<file path="src/rtl/evd_pkg.sv">
package evd_pkg;

   // Outcome of the lane search for the event offered at the input
   typedef enum logic [1:0] {
      PICK_NONE    = 2'd0,   // no lane can take it: sequence error
      PICK_OPEN    = 2'd1,   // a lane takes it this cycle
      PICK_BLOCKED = 2'd2    // chosen lane has no free slot: stall
   } pick_e;

   // Modular increment for lane indices that need not be powers of two
   function automatic int unsigned wrap_add(input int unsigned a,
                                            input int unsigned b,
                                            input int unsigned n);
      int unsigned s;
      s = a + b;
      return (s >= n) ? s - n : s;
   endfunction

endpackage

</file>
<file path="src/rtl/evd_lane_fifo.sv">
module evd_lane_fifo #(
   parameter int unsigned DEPTH   = 8,
   parameter int unsigned ENTRY_W = 34,
   parameter int unsigned TS_W    = 24,
   parameter int unsigned TS_LSB  = 8,
   localparam int unsigned AW     = $clog2(DEPTH),
   localparam int unsigned CNT_W  = $clog2(DEPTH + 1)
) (
   input  logic               clk,
   input  logic               rst_n,
   input  logic               push,
   input  logic [ENTRY_W-1:0] wdata,
   input  logic               pop,
   output logic [ENTRY_W-1:0] head,
   output logic               empty,
   output logic               full,
   output logic [CNT_W-1:0]   count,
   output logic [TS_W-1:0]    last_ts
);

   logic [ENTRY_W-1:0] mem [DEPTH];
   logic [AW-1:0]      wr_ptr, rd_ptr, wr_nxt, rd_nxt;

   initial begin : param_check
      if (DEPTH < 2) $fatal(1, "evd_lane_fifo: DEPTH must be at least 2");
      if (TS_LSB + TS_W > ENTRY_W) $fatal(1, "evd_lane_fifo: timestamp field outside entry");
   end

   generate
      if ((1 << AW) == DEPTH) begin : g_pow2
         assign wr_nxt = wr_ptr + 1'b1;
         assign rd_nxt = rd_ptr + 1'b1;
      end else begin : g_mod
         assign wr_nxt = (wr_ptr == AW'(DEPTH - 1)) ? '0 : wr_ptr + 1'b1;
         assign rd_nxt = (rd_ptr == AW'(DEPTH - 1)) ? '0 : rd_ptr + 1'b1;
      end
   endgenerate

   always_ff @(posedge clk) begin
      if (push) mem[wr_ptr] <= wdata;
   end

   always_ff @(posedge clk or negedge rst_n) begin
      if (!rst_n) begin
         wr_ptr  <= '0;
         rd_ptr  <= '0;
         count   <= '0;
         last_ts <= '0;
      end else begin
         if (push) begin
            wr_ptr  <= wr_nxt;
            last_ts <= wdata[TS_LSB +: TS_W];
         end
         if (pop) rd_ptr <= rd_nxt;
         count <= count + CNT_W'(push) - CNT_W'(pop);
      end
   end

   assign head  = mem[rd_ptr];
   assign empty = (count == '0);
   assign full  = (count == CNT_W'(DEPTH));

endmodule

</file>
<file path="src/rtl/evd_lane_select.sv">
module evd_lane_select
   import evd_pkg::*;
#(
   parameter int unsigned LANES = 8,
   parameter int unsigned TS_W  = 24,
   localparam int unsigned LW   = $clog2(LANES)
) (
   input  logic [LW-1:0]                cur,
   input  logic [TS_W-1:0]              req_ts,
   input  logic [LANES-1:0][TS_W-1:0]   last_ts,
   input  logic [LANES-1:0]             empty,
   input  logic [LANES-1:0]             full,
   output logic [LW-1:0]                pick,
   output pick_e                        status
);

   logic hit;

   // Scan forward from the current lane, wrapping, for the first lane
   // that keeps its timestamps strictly rising.
   always_comb begin
      hit  = 1'b0;
      pick = cur;
      for (int unsigned k = 0; k < LANES; k++) begin
         int unsigned j;
         j = wrap_add(int'(cur), k, LANES);
         if (!hit && (empty[j] || (req_ts > last_ts[j]))) begin
            hit  = 1'b1;
            pick = LW'(j);
         end
      end
   end

   always_comb begin
      if (!hit)            status = PICK_NONE;
      else if (full[pick]) status = PICK_BLOCKED;
      else                 status = PICK_OPEN;
   end

endmodule

</file>
<file path="src/rtl/evd_chan_arb.sv">
module evd_chan_arb #(
   parameter int unsigned LANES  = 8,
   parameter int unsigned CHANS  = 4,
   parameter int unsigned DATA_W = 8,
   localparam int unsigned CHAN_W = $clog2(CHANS)
) (
   input  logic                            clk,
   input  logic                            rst_n,
   input  logic [LANES-1:0]                due,
   input  logic [LANES-1:0][CHAN_W-1:0]    head_chan,
   input  logic [LANES-1:0][DATA_W-1:0]    head_data,
   output logic [LANES-1:0]                pop,
   output logic [CHANS-1:0]                strobe,
   output logic [CHANS-1:0][DATA_W-1:0]    data
);

   logic [CHANS-1:0][LANES-1:0] grant;

   generate
      for (genvar c = 0; c < CHANS; c++) begin : g_chan
         logic [LANES-1:0]  match;
         logic [LANES-1:0]  win;
         logic [DATA_W-1:0] sel_d;
         logic              str_q;
         logic [DATA_W-1:0] dat_q;

         always_comb begin
            for (int l = 0; l < LANES; l++)
               match[l] = due[l] && (head_chan[l] == CHAN_W'(c));
         end

         // lowest-numbered requesting lane wins
         assign win = match & (~match + 1'b1);

         always_comb begin
            sel_d = '0;
            for (int l = 0; l < LANES; l++)
               if (win[l]) sel_d = head_data[l];
         end

         always_ff @(posedge clk or negedge rst_n) begin
            if (!rst_n) begin
               str_q <= 1'b0;
               dat_q <= '0;
            end else begin
               str_q <= |match;
               dat_q <= (|match) ? sel_d : '0;
            end
         end

         assign grant[c]  = win;
         assign strobe[c] = str_q;
         assign data[c]   = dat_q;
      end
   endgenerate

   always_comb begin
      pop = '0;
      for (int c = 0; c < CHANS; c++) pop = pop | grant[c];
   end

endmodule

</file>
<file path="src/rtl/evt_lane_dispatcher.sv">
module evt_lane_dispatcher
   import evd_pkg::*;
#(
   parameter int unsigned LANES      = 8,
   parameter int unsigned LANE_DEPTH = 8,
   parameter int unsigned CHANS      = 4,
   parameter int unsigned TS_W       = 24,
   parameter int unsigned DATA_W     = 8
) (
   input  logic                        clk,
   input  logic                        rst_n,
   input  logic                        in_valid,
   output logic                        in_ready,
   input  logic [$clog2(CHANS)-1:0]    in_chan,
   input  logic [TS_W-1:0]             in_ts,
   input  logic [DATA_W-1:0]           in_data,
   input  logic                        err_clear,
   output logic [TS_W-1:0]             cur_time,
   output logic [CHANS-1:0]            chan_strobe,
   output logic [CHANS*DATA_W-1:0]     chan_data,
   output logic                        seq_err_flag,
   output logic [$clog2(CHANS)-1:0]    seq_err_chan
);

   localparam int unsigned CHAN_W  = $clog2(CHANS);
   localparam int unsigned LW      = $clog2(LANES);
   localparam int unsigned CNT_W   = $clog2(LANE_DEPTH + 1);
   localparam int unsigned TS_LSB  = DATA_W;
   localparam int unsigned ENTRY_W = CHAN_W + TS_W + DATA_W;

   initial begin : param_check
      if (LANES < 2)  $fatal(1, "evt_lane_dispatcher: LANES must be at least 2");
      if (CHANS < 2)  $fatal(1, "evt_lane_dispatcher: CHANS must be at least 2");
      if (TS_W < 4)   $fatal(1, "evt_lane_dispatcher: TS_W too narrow");
      if (DATA_W < 1) $fatal(1, "evt_lane_dispatcher: DATA_W must be positive");
   end

   logic [TS_W-1:0]                 time_q;
   logic [LW-1:0]                   cur_q;
   logic [LW-1:0]                   pick;
   pick_e                           status;

   logic [LANES-1:0]                lane_push, lane_pop, lane_empty, lane_full, lane_due;
   logic [LANES-1:0][TS_W-1:0]      lane_last;
   logic [LANES-1:0][CNT_W-1:0]     lane_cnt;
   logic [LANES-1:0][ENTRY_W-1:0]   lane_head;
   logic [LANES-1:0][CHAN_W-1:0]    head_chan;
   logic [LANES-1:0][DATA_W-1:0]    head_data;
   logic [CHANS-1:0][DATA_W-1:0]    out_data;
   logic [ENTRY_W-1:0]              in_entry;
   logic                            err_hit;

   assign in_entry = {in_chan, in_ts, in_data};

   // free-running time base
   always_ff @(posedge clk or negedge rst_n) begin
      if (!rst_n) time_q <= '0;
      else        time_q <= time_q + 1'b1;
   end
   assign cur_time = time_q;

   evd_lane_select #(
      .LANES (LANES),
      .TS_W  (TS_W)
   ) u_sel (
      .cur     (cur_q),
      .req_ts  (in_ts),
      .last_ts (lane_last),
      .empty   (lane_empty),
      .full    (lane_full),
      .pick    (pick),
      .status  (status)
   );

   assign in_ready = (status != PICK_BLOCKED);
   assign err_hit  = in_valid && (status == PICK_NONE);

   always_ff @(posedge clk or negedge rst_n) begin
      if (!rst_n)                                  cur_q <= '0;
      else if (in_valid && status == PICK_OPEN)    cur_q <= pick;
   end

   generate
      for (genvar l = 0; l < LANES; l++) begin : g_lane
         logic [TS_W-1:0] head_ts;

         assign lane_push[l] = in_valid && (status == PICK_OPEN) && (pick == LW'(l));

         evd_lane_fifo #(
            .DEPTH   (LANE_DEPTH),
            .ENTRY_W (ENTRY_W),
            .TS_W    (TS_W),
            .TS_LSB  (TS_LSB)
         ) u_fifo (
            .clk     (clk),
            .rst_n   (rst_n),
            .push    (lane_push[l]),
            .wdata   (in_entry),
            .pop     (lane_pop[l]),
            .head    (lane_head[l]),
            .empty   (lane_empty[l]),
            .full    (lane_full[l]),
            .count   (lane_cnt[l]),
            .last_ts (lane_last[l])
         );

         assign head_chan[l] = lane_head[l][ENTRY_W-1 -: CHAN_W];
         assign head_ts      = lane_head[l][TS_LSB +: TS_W];
         assign head_data[l] = lane_head[l][DATA_W-1:0];
         assign lane_due[l]  = !lane_empty[l] && (head_ts <= time_q);
      end
   endgenerate

   evd_chan_arb #(
      .LANES  (LANES),
      .CHANS  (CHANS),
      .DATA_W (DATA_W)
   ) u_arb (
      .clk       (clk),
      .rst_n     (rst_n),
      .due       (lane_due),
      .head_chan (head_chan),
      .head_data (head_data),
      .pop       (lane_pop),
      .strobe    (chan_strobe),
      .data      (out_data)
   );

   assign chan_data = out_data;

   // sticky sequence-error record; a new error outranks a clear
   always_ff @(posedge clk or negedge rst_n) begin
      if (!rst_n) begin
         seq_err_flag <= 1'b0;
         seq_err_chan <= '0;
      end else if (err_hit) begin
         seq_err_flag <= 1'b1;
         seq_err_chan <= in_chan;
      end else if (err_clear) begin
         seq_err_flag <= 1'b0;
      end
   end

endmodule

</file>
<file path="config.mk">
export PLATFORM = sky130hd
export DESIGN_NAME = evt_lane_dispatcher
export DESIGN_NICKNAME = d
export VERILOG_FILES = /design/src/rtl/evd_pkg.sv /design/src/rtl/evd_lane_fifo.sv /design/src/rtl/evd_lane_select.sv /design/src/rtl/evd_chan_arb.sv /design/src/rtl/evt_lane_dispatcher.sv
export SDC_FILE = /design/constraint.sdc
export NUM_CORES = 2
export LEC_CHECK = 0
export ABC_CLOCK_PERIOD_IN_PS = 10300
export BUFFER_PORTS_ARGS = -buffer_cell sky130_fd_sc_hd__buf_4
export CAP_MARGIN = 20
export CORE_MARGIN = 1.5
export CORE_UTILIZATION = 55
export CTS_CLUSTER_DIAMETER = 60
export DETAILED_ROUTE_END_ITERATION = 6
export PLACE_DENSITY = 0.74
export SLEW_MARGIN = 20
export SYNTH_ARGS = -nofsm -noshare
export SYNTH_HDL_FRONTEND = slang
export SYNTH_SLANG_ARGS = --single-unit
</file>
<file path="constraint.sdc">
create_clock -name clk -period 10.3 [get_ports clk]
set_clock_uncertainty 0.05 [all_clocks]
set_input_delay 1.03 -clock clk [delete_from_list [all_inputs] [get_ports clk]]
set_output_delay 1.03 -clock clk [all_outputs]
set_load 0.02 [all_outputs]
</file>
Word-level counts from Yosys, hierarchy flattened
Memory sizes are Yosys's and may differ from the RTL's. Cells that the tools add are included.

Flip-flop bits (word level): 338. Memory bits (writable): 2176. Logic and storage cells: 406. Memories: 8.

Add/sub/neg operators: 52. Order comparisons: 33. Equal/unequal tests: 41. Multiplexer cells: 114. Bitwise logic cells: 11. Reductions and logical operators: 103.

Memory list: g_lane[0].u_fifo.mem (words 8, width 34, read ports 1, clocked after Yosys merged registers in 0, write ports 1, line evd_lane_fifo.sv:21) `logic [ENTRY_W-1:0] mem [DEPTH];`; g_lane[1].u_fifo.mem (words 8, width 34, read ports 1, clocked after Yosys merged registers in 0, write ports 1, line evd_lane_fifo.sv:21); g_lane[2].u_fifo.mem (words 8, width 34, read ports 1, clocked after Yosys merged registers in 0, write ports 1, line evd_lane_fifo.sv:21); g_lane[3].u_fifo.mem (words 8, width 34, read ports 1, clocked after Yosys merged registers in 0, write ports 1, line evd_lane_fifo.sv:21); g_lane[4].u_fifo.mem (words 8, width 34, read ports 1, clocked after Yosys merged registers in 0, write ports 1, line evd_lane_fifo.sv:21); g_lane[5].u_fifo.mem (words 8, width 34, read ports 1, clocked after Yosys merged registers in 0, write ports 1, line evd_lane_fifo.sv:21); 2 more memories.

Operators by type and width (count): binary-select mux 24 bit (select 3 bit) (8); two-way mux 8 bit (36); < comparator 32 x 4 -> 1 bit (second input constant) (8); two-way mux 32 bit (8); greater-or-equal comparator 32 x 4 -> 1 bit (second input constant) (7); subtractor 32 x 4 -> 32 bit (second input constant) (7); > comparator 24 bit (8); less-or-equal comparator 24 bit (8); two-way mux 24 bit (8); logical AND 1 bit (57); adder 3 x 1 -> 3 bit (second input constant) (16); two-way mux 1 bit (35); adder 4 x 1 -> 4 bit (8); adder 8 x 1 -> 8 bit (second input constant) (4); bitwise AND 8 bit (4); == test 2 bit (second input constant) (16); == test 4 bit (second input constant) (8); logical NOT 4 bit (8); inverter 8 bit (4); OR reduction 8 bit (4); subtractor 4 x 1 -> 4 bit (8); binary-select mux 1 bit (select 3 bit) (9); adder 24 x 1 -> 24 bit (second input constant) (1); two-way mux 3 bit (8); 18 further kinds (66).

Logic depth before layout (Yosys ltp)
Depth after elaboration: 37. Mapped depth: 31. Gate-level depth less buffers: 23.

By module
A second synthesis with hierarchy kept.

Cells, all modules: 6263. Area total of the unflattened synthesis: 115056.6 µm².

Modules (own cells, without submodules): evd_lane_fifo (instances 8, cells an instance 499, area an instance 11695.0 µm²); evd_lane_select (instances 1, cells an instance 1045, area an instance 11548.6 µm²); evt_lane_dispatcher (instances 1, cells an instance 645, area an instance 5486.5 µm²); evd_chan_arb (instances 1, cells an instance 581, area an instance 4461.8 µm²).

Least setup slack after synthesis
No wires, ideal clock.

Kind: reg-to-reg. From: register cur_q[0]. To: memory g_lane[2].u_fifo.mem[2][0] (enable). Library setup time: 0.522 ns. Data arrival time: 9.691 ns. Required time: 9.728 ns. Setup slack: 0.036 ns. Stages on the path, launching flop included: 25. Path buffers: 7. Cell sequence: dfrtp_1 buf_4 inv_4 clkbuf_1 ha_1 buf_2 clkbuf_1 buf_1 clkbuf_1 mux4_2 mux2i_1 ha_1 nand3_1 or3_1 or4_1 nor3_1 o221ai_2 a21oi_1 buf_2 mux2_1 nor3_1 nand4_1 nor3_4 inv_2 nor4b_1.

Longest elaborated chain between the ends: 37. Elaborated cells between the ends (all ways): 119. Those cells by class: 15 x add/sub; 16 x order compare; 2 x eq/ne; 62 x mux; 24 x reduce/logical.

RTL lines: start, declared (line evt_lane_dispatcher.sv:39) `logic [LW-1:0] cur_q;`; start signal, assigned (line evt_lane_dispatcher.sv:80) `else if (in_valid && status == PICK_OPEN) cur_q <= pick;`; parallel branches: the longest is 34 deep, another holds subtractor 32 x 4 -> 32 bit; logical AND 1 bit * (line evt_lane_dispatcher.sv:87) `assign lane_push[l] = in_valid && (status == PICK_OPEN) && (pick == LW'(l));`; two-way mux 1 bit * (line evd_lane_fifo.sv:40) `if (push) mem[wr_ptr] <= wdata;`; two-way mux 1 bit (implied by the code) * (line evd_lane_fifo.sv:40); end, declared (line evd_lane_fifo.sv:21).

Mark *: on every way between the ends. The select of a mux whose other input is x is not followed.

Worst setup path in the final report
From: register cur_q[1]. To: output port in_ready.

Longest elaborated chain between the ends: 33. Elaborated cells between the ends (all ways): 114. Those cells by class: 15 x add/sub; 16 x order compare; 1 x eq/ne; 60 x mux; 22 x reduce/logical.

RTL lines: parallel branches: the longest is 31 deep, another holds subtractor 32 x 4 -> 32 bit; two-way mux 2 bit * (line evd_lane_select.sv:35) `if (!hit) status = PICK_NONE;`; inequality test 2 bit * (line evt_lane_dispatcher.sv:75) `assign in_ready = (status != PICK_BLOCKED);`; end, declared (line evt_lane_dispatcher.sv:13) `output logic in_ready,`.

Marked as above.

==> impl_metrics.ini <==
[outcome]
status = completed

[cells_and_area]
area_delta_synth_final_pct = 12.1
layout_commonest_cell = edfxtp_1
stdcell_count = 9431
drive_gt1_frac = 0.294
final_cell_mix = edfxtp_1, mux4_2, ha_1
nets = 7032
nFillCells = 14000

[place]
hpwl_mm = 192
placedCellCount = 8941
place_congestion = 0.954
numPortBuffers = 101

[clock_tree]
cts_buffers = 279
root_buffer = clkbuf_16
cts_sinks = 2514
post_cts_buffers = 0
clock_latency_ns = 0.94
clkSlewWorstSetupHoldPaths_ns = 0.06
h-tree-depth = 5
ctsHoldBuffers = 0
postCtsResizedCells = 0
clock_path_buffers = 4
cts_tree = yes

[synth]
syn_avg_cell_area_um2 = 18.3
mappedNetlistArea_um2 = 114000
ys.flop_type = edfxtp_1
synth-edff-count = 2176
synth_fa_ha_area_frac = 0.0510
postSynthNetCount = 6733
yosysUniqueCellTypes = 97
ys_seq_elements = 2514
yosysWarnings = 0
ys_seq_area_frac = 0.648
synthXorXnorAreaFrac = 0.00606
synth-compound-area-share = 0.0325
synth_top_family_by_area = multiplexers
synthArstFlopShare = 0.134
netlist_instances = 6236
synthMuxAreaShare = 0.211
synthSimpleGateAreaFrac = 0.0359

[detailed_routing]
drtAntennaViolNets = 0
via_count = 63100
vias_per_cell = 6.69
drt-pass1-iter-count = 5
drc = 0
drt_iter0_markers = 7440
wl_per_cell_um = 32.5
drt_wl_total_mm = 306

[power]
p_leak_nw = 44.3
ir_worst_vdd_mv = 0.282
power_density_nw_per_um2 = 340

[setup_path]
crit_path_top_delay_cell = dfrtp_4
crit_path_end_kind = primary output
worst_ep_arrival_time_ns = 8.31
critPathRequiredTime_ns = 9.22
crit_chain = buf_4 > ha_1 > xnor2_4 > buf_12 > mux2i_1 > ha_1 > nand4_1 > nor4_1 > a21oi_1 > a311oi_1 > nand2_1 > a2111o_1 > a22oi_1 > or2_1 > mux2i_1 > mux2i_1 > nand2_1 > buf_4
reg2reg_from = cur_q[1]
r2r_cells = 22
path_class = flop to primary output
critPathBufInv = 3
cp-start-kind = flop
r2r-end = g_lane[1].u_fifo.count[2]
cpMostUsedCell = mux2i_1
crit_cells = 18
crit_path_end = in_ready
reg2reg_slack_ns = 1.72
slowest_delay_ns = 0.90
crit_path_start = cur_q[1]
critPathTopFamily = compound AO/OA/AOI/OAI gates
worstPathMaxFanout = 54

[min_path]
hold_class = primary input to asynchronous set/reset pin

[floorplanning]
die_w_um = 458
dieArea_um2 = 210000
fp.dieH_um = 458
start_util = 0.555
floorplan.rows = 166
boundaryPins = 102
design.core.area_um2 = 205000

[timing]
worst_slew_pin_slew_ns = 1.15
rsz0062_at_grt = false
max_freq_mhz = 107
setup_viol = 0
period_share = 0.911
hold_violations = 0
slew_headroom = 0.225
min_period_ns = 9.39
drv_slew = 0
finalSetupTns_ns = 0

[global_routing]
met2_usage = 0.463
grt_pass1_wl_mm = 444
grt-ovfl-total = 0
grt_util_met3 = 0.0519
grt_max_degree = 147
grt_antenna_before_repair = 31
grt.busiest_layer = met2
track_usage = 0.295
grt_pass1_vias = 63400
met1_usage = 0.410

[run]
cap_violations = 0
-- worst min-delay path by stage --
| stage | end | slack [ns] | cells after the start |
|---|---|---|---|
| after floorplan | g_lane[6].u_fifo.wr_ptr[0] | 0.43 | 2 |
| after global placement | g_lane[6].u_fifo.rd_ptr[2] | 0.41 | 1 |
| after detailed placement | g_lane[6].u_fifo.rd_ptr[2] | 0.41 | 1 |
| after CTS | g_lane[2].u_fifo.last_ts[0] | 0.05 | 1 |
| after global routing | g_lane[5].u_fifo.last_ts[1] | 0.11 | 1 |
| final | g_lane[5].u_fifo.last_ts[1] | 0.08 | 1 |
-- registers in the layout, summed over array words and instances (netlist names), 4 cells and up --
signal / flops
g_lane.u_fifo.mem: 2176
g_lane.u_fifo.rd_ptr: 24
u_arb.g_chan.dat_q: 32
cur_time: 24
g_lane.u_fifo.wr_ptr: 24
u_arb.g_chan.str_q: 4
g_lane.u_fifo.last_ts: 192
g_lane.u_fifo.count: 32
-- routing by layer --
metal  part of all wire  vias to the layer above
met2               0.47                     3206
met5           0.000046                        -
li1                   -                    26200
met4              0.047                        2
met3              0.093                      578
met1               0.39                    33100
-- layout make-up --
type,count,area (µm²),share of cell area
antenna,11,27.5,0.000216
clock buffer,365,7620,0.0598
clock inverter,113,871,0.00683
inverter,128,483,0.00379
multi-input combinational,3295,38800,0.304
sequential,2514,73900,0.579
tap,2688,3360,0.0264
timing repair buffer,317,2520,0.0198
-- cells by family after synthesis --
logic type                 count (synthesis)
buffers and inverters                    427
adders and majority gates                459
DFF                                     2514
muxes                                   1409
AOI/OAI and AO/OA                        554
and+or+nand+nor                          796
xor gates and xnor gates                  77
-- power breakdown --
part	internal, mW	leakage, nW	switching [mW]	total (mW)
Combinational	8.90	16.4	10.9	19.8
Sequential	12.6	23.7	1.58	14.2
Clock	5.48	4.16	3.92	9.39
-- worst register-to-register path, delay by kind of cell (launching register included) --
| family | cells | cell delay, ns |
|---|---|---|
| buffers and inverters | 4 | 1.23 |
| flip-flops | 1 | 0.90 |
| AO/OA/AOI/OAI | 6 | 1.82 |
| XOR/XNOR | 2 | 0.39 |
| multiplexers | 1 | 0.20 |
| AND/OR/NAND/NOR | 4 | 1.98 |
| adder cells (fa/ha/maj) | 5 | 1.90 |
-- metrics by stage --
| stage | power, mW | setup slack (ns) | util | hold WS (ns) | cell area (µm²) |
|---|---|---|---|---|---|
| final | 43.4 | 0.913 | 0.622 | 0.0832 | 128000 |
| after global routing | 45.6 | 0.413 | 0.622 | 0.109 | 128000 |
| after detailed placement | 34.0 | 1.44 | 0.580 | 0.407 | 119000 |
| after global placement | 33.6 | 1.59 | 0.580 | 0.408 | 119000 |
| after floorplan | 27.7 | 0.0363 | - | 0.426 | 114000 |
| after CTS | 43.5 | 0.904 | 0.621 | 0.0503 | 128000 |
-- synthesized netlist by cell type, types with 7 or more instances --
master | n | area share
o22ai_1 | 30 | 0.0016
mux2_1 | 11 | 0.0011
o21ai_0 | 92 | 0.0040
o221ai_1 | 19 | 0.0015
o211ai_1 | 28 | 0.0018
and3_1 | 14 | 0.00077
or3_1 | 10 | 0.00055
o31ai_1 | 7 | 0.00046
nor2b_1 | 26 | 0.0014
nand3_1 | 80 | 0.0035
xnor2_1 | 47 | 0.0036
nand2b_1 | 19 | 0.0010
nand2_1 | 259 | 0.0085
a31oi_1 | 7 | 0.00038
a22oi_1 | 21 | 0.0014
a221oi_1 | 23 | 0.0018
nor4_1 | 28 | 0.0015
and2_1 | 7 | 0.00038
nor3b_1 | 26 | 0.0017
or4_1 | 7 | 0.00046
buf_1 | 95 | 0.0031
nor3_1 | 53 | 0.0023
inv_1 | 122 | 0.0040
clkbuf_1 | 171 | 0.0056
nor2_1 | 117 | 0.0039
nor4b_1 | 10 | 0.00077
o21a_1 | 22 | 0.0015
a21o_1 | 67 | 0.0044
dfrtp_1 | 338 | 0.074
a211oi_1 | 20 | 0.0013
nand4_1 | 99 | 0.0054
edfxtp_1 | 2176 | 0.57
mux4_2 | 748 | 0.15
a21oi_1 | 154 | 0.0068
mux2i_1 | 246 | 0.022
buf_2 | 23 | 0.0010
xor2_1 | 28 | 0.0022
fa_1 | 8 | 0.0014
buf_4 | 7 | 0.00046
ha_1 | 451 | 0.050
mux2_4 | 20 | 0.0026
mux2_2 | 384 | 0.038
No activity file was read; power rests on OpenSTA's default activity.
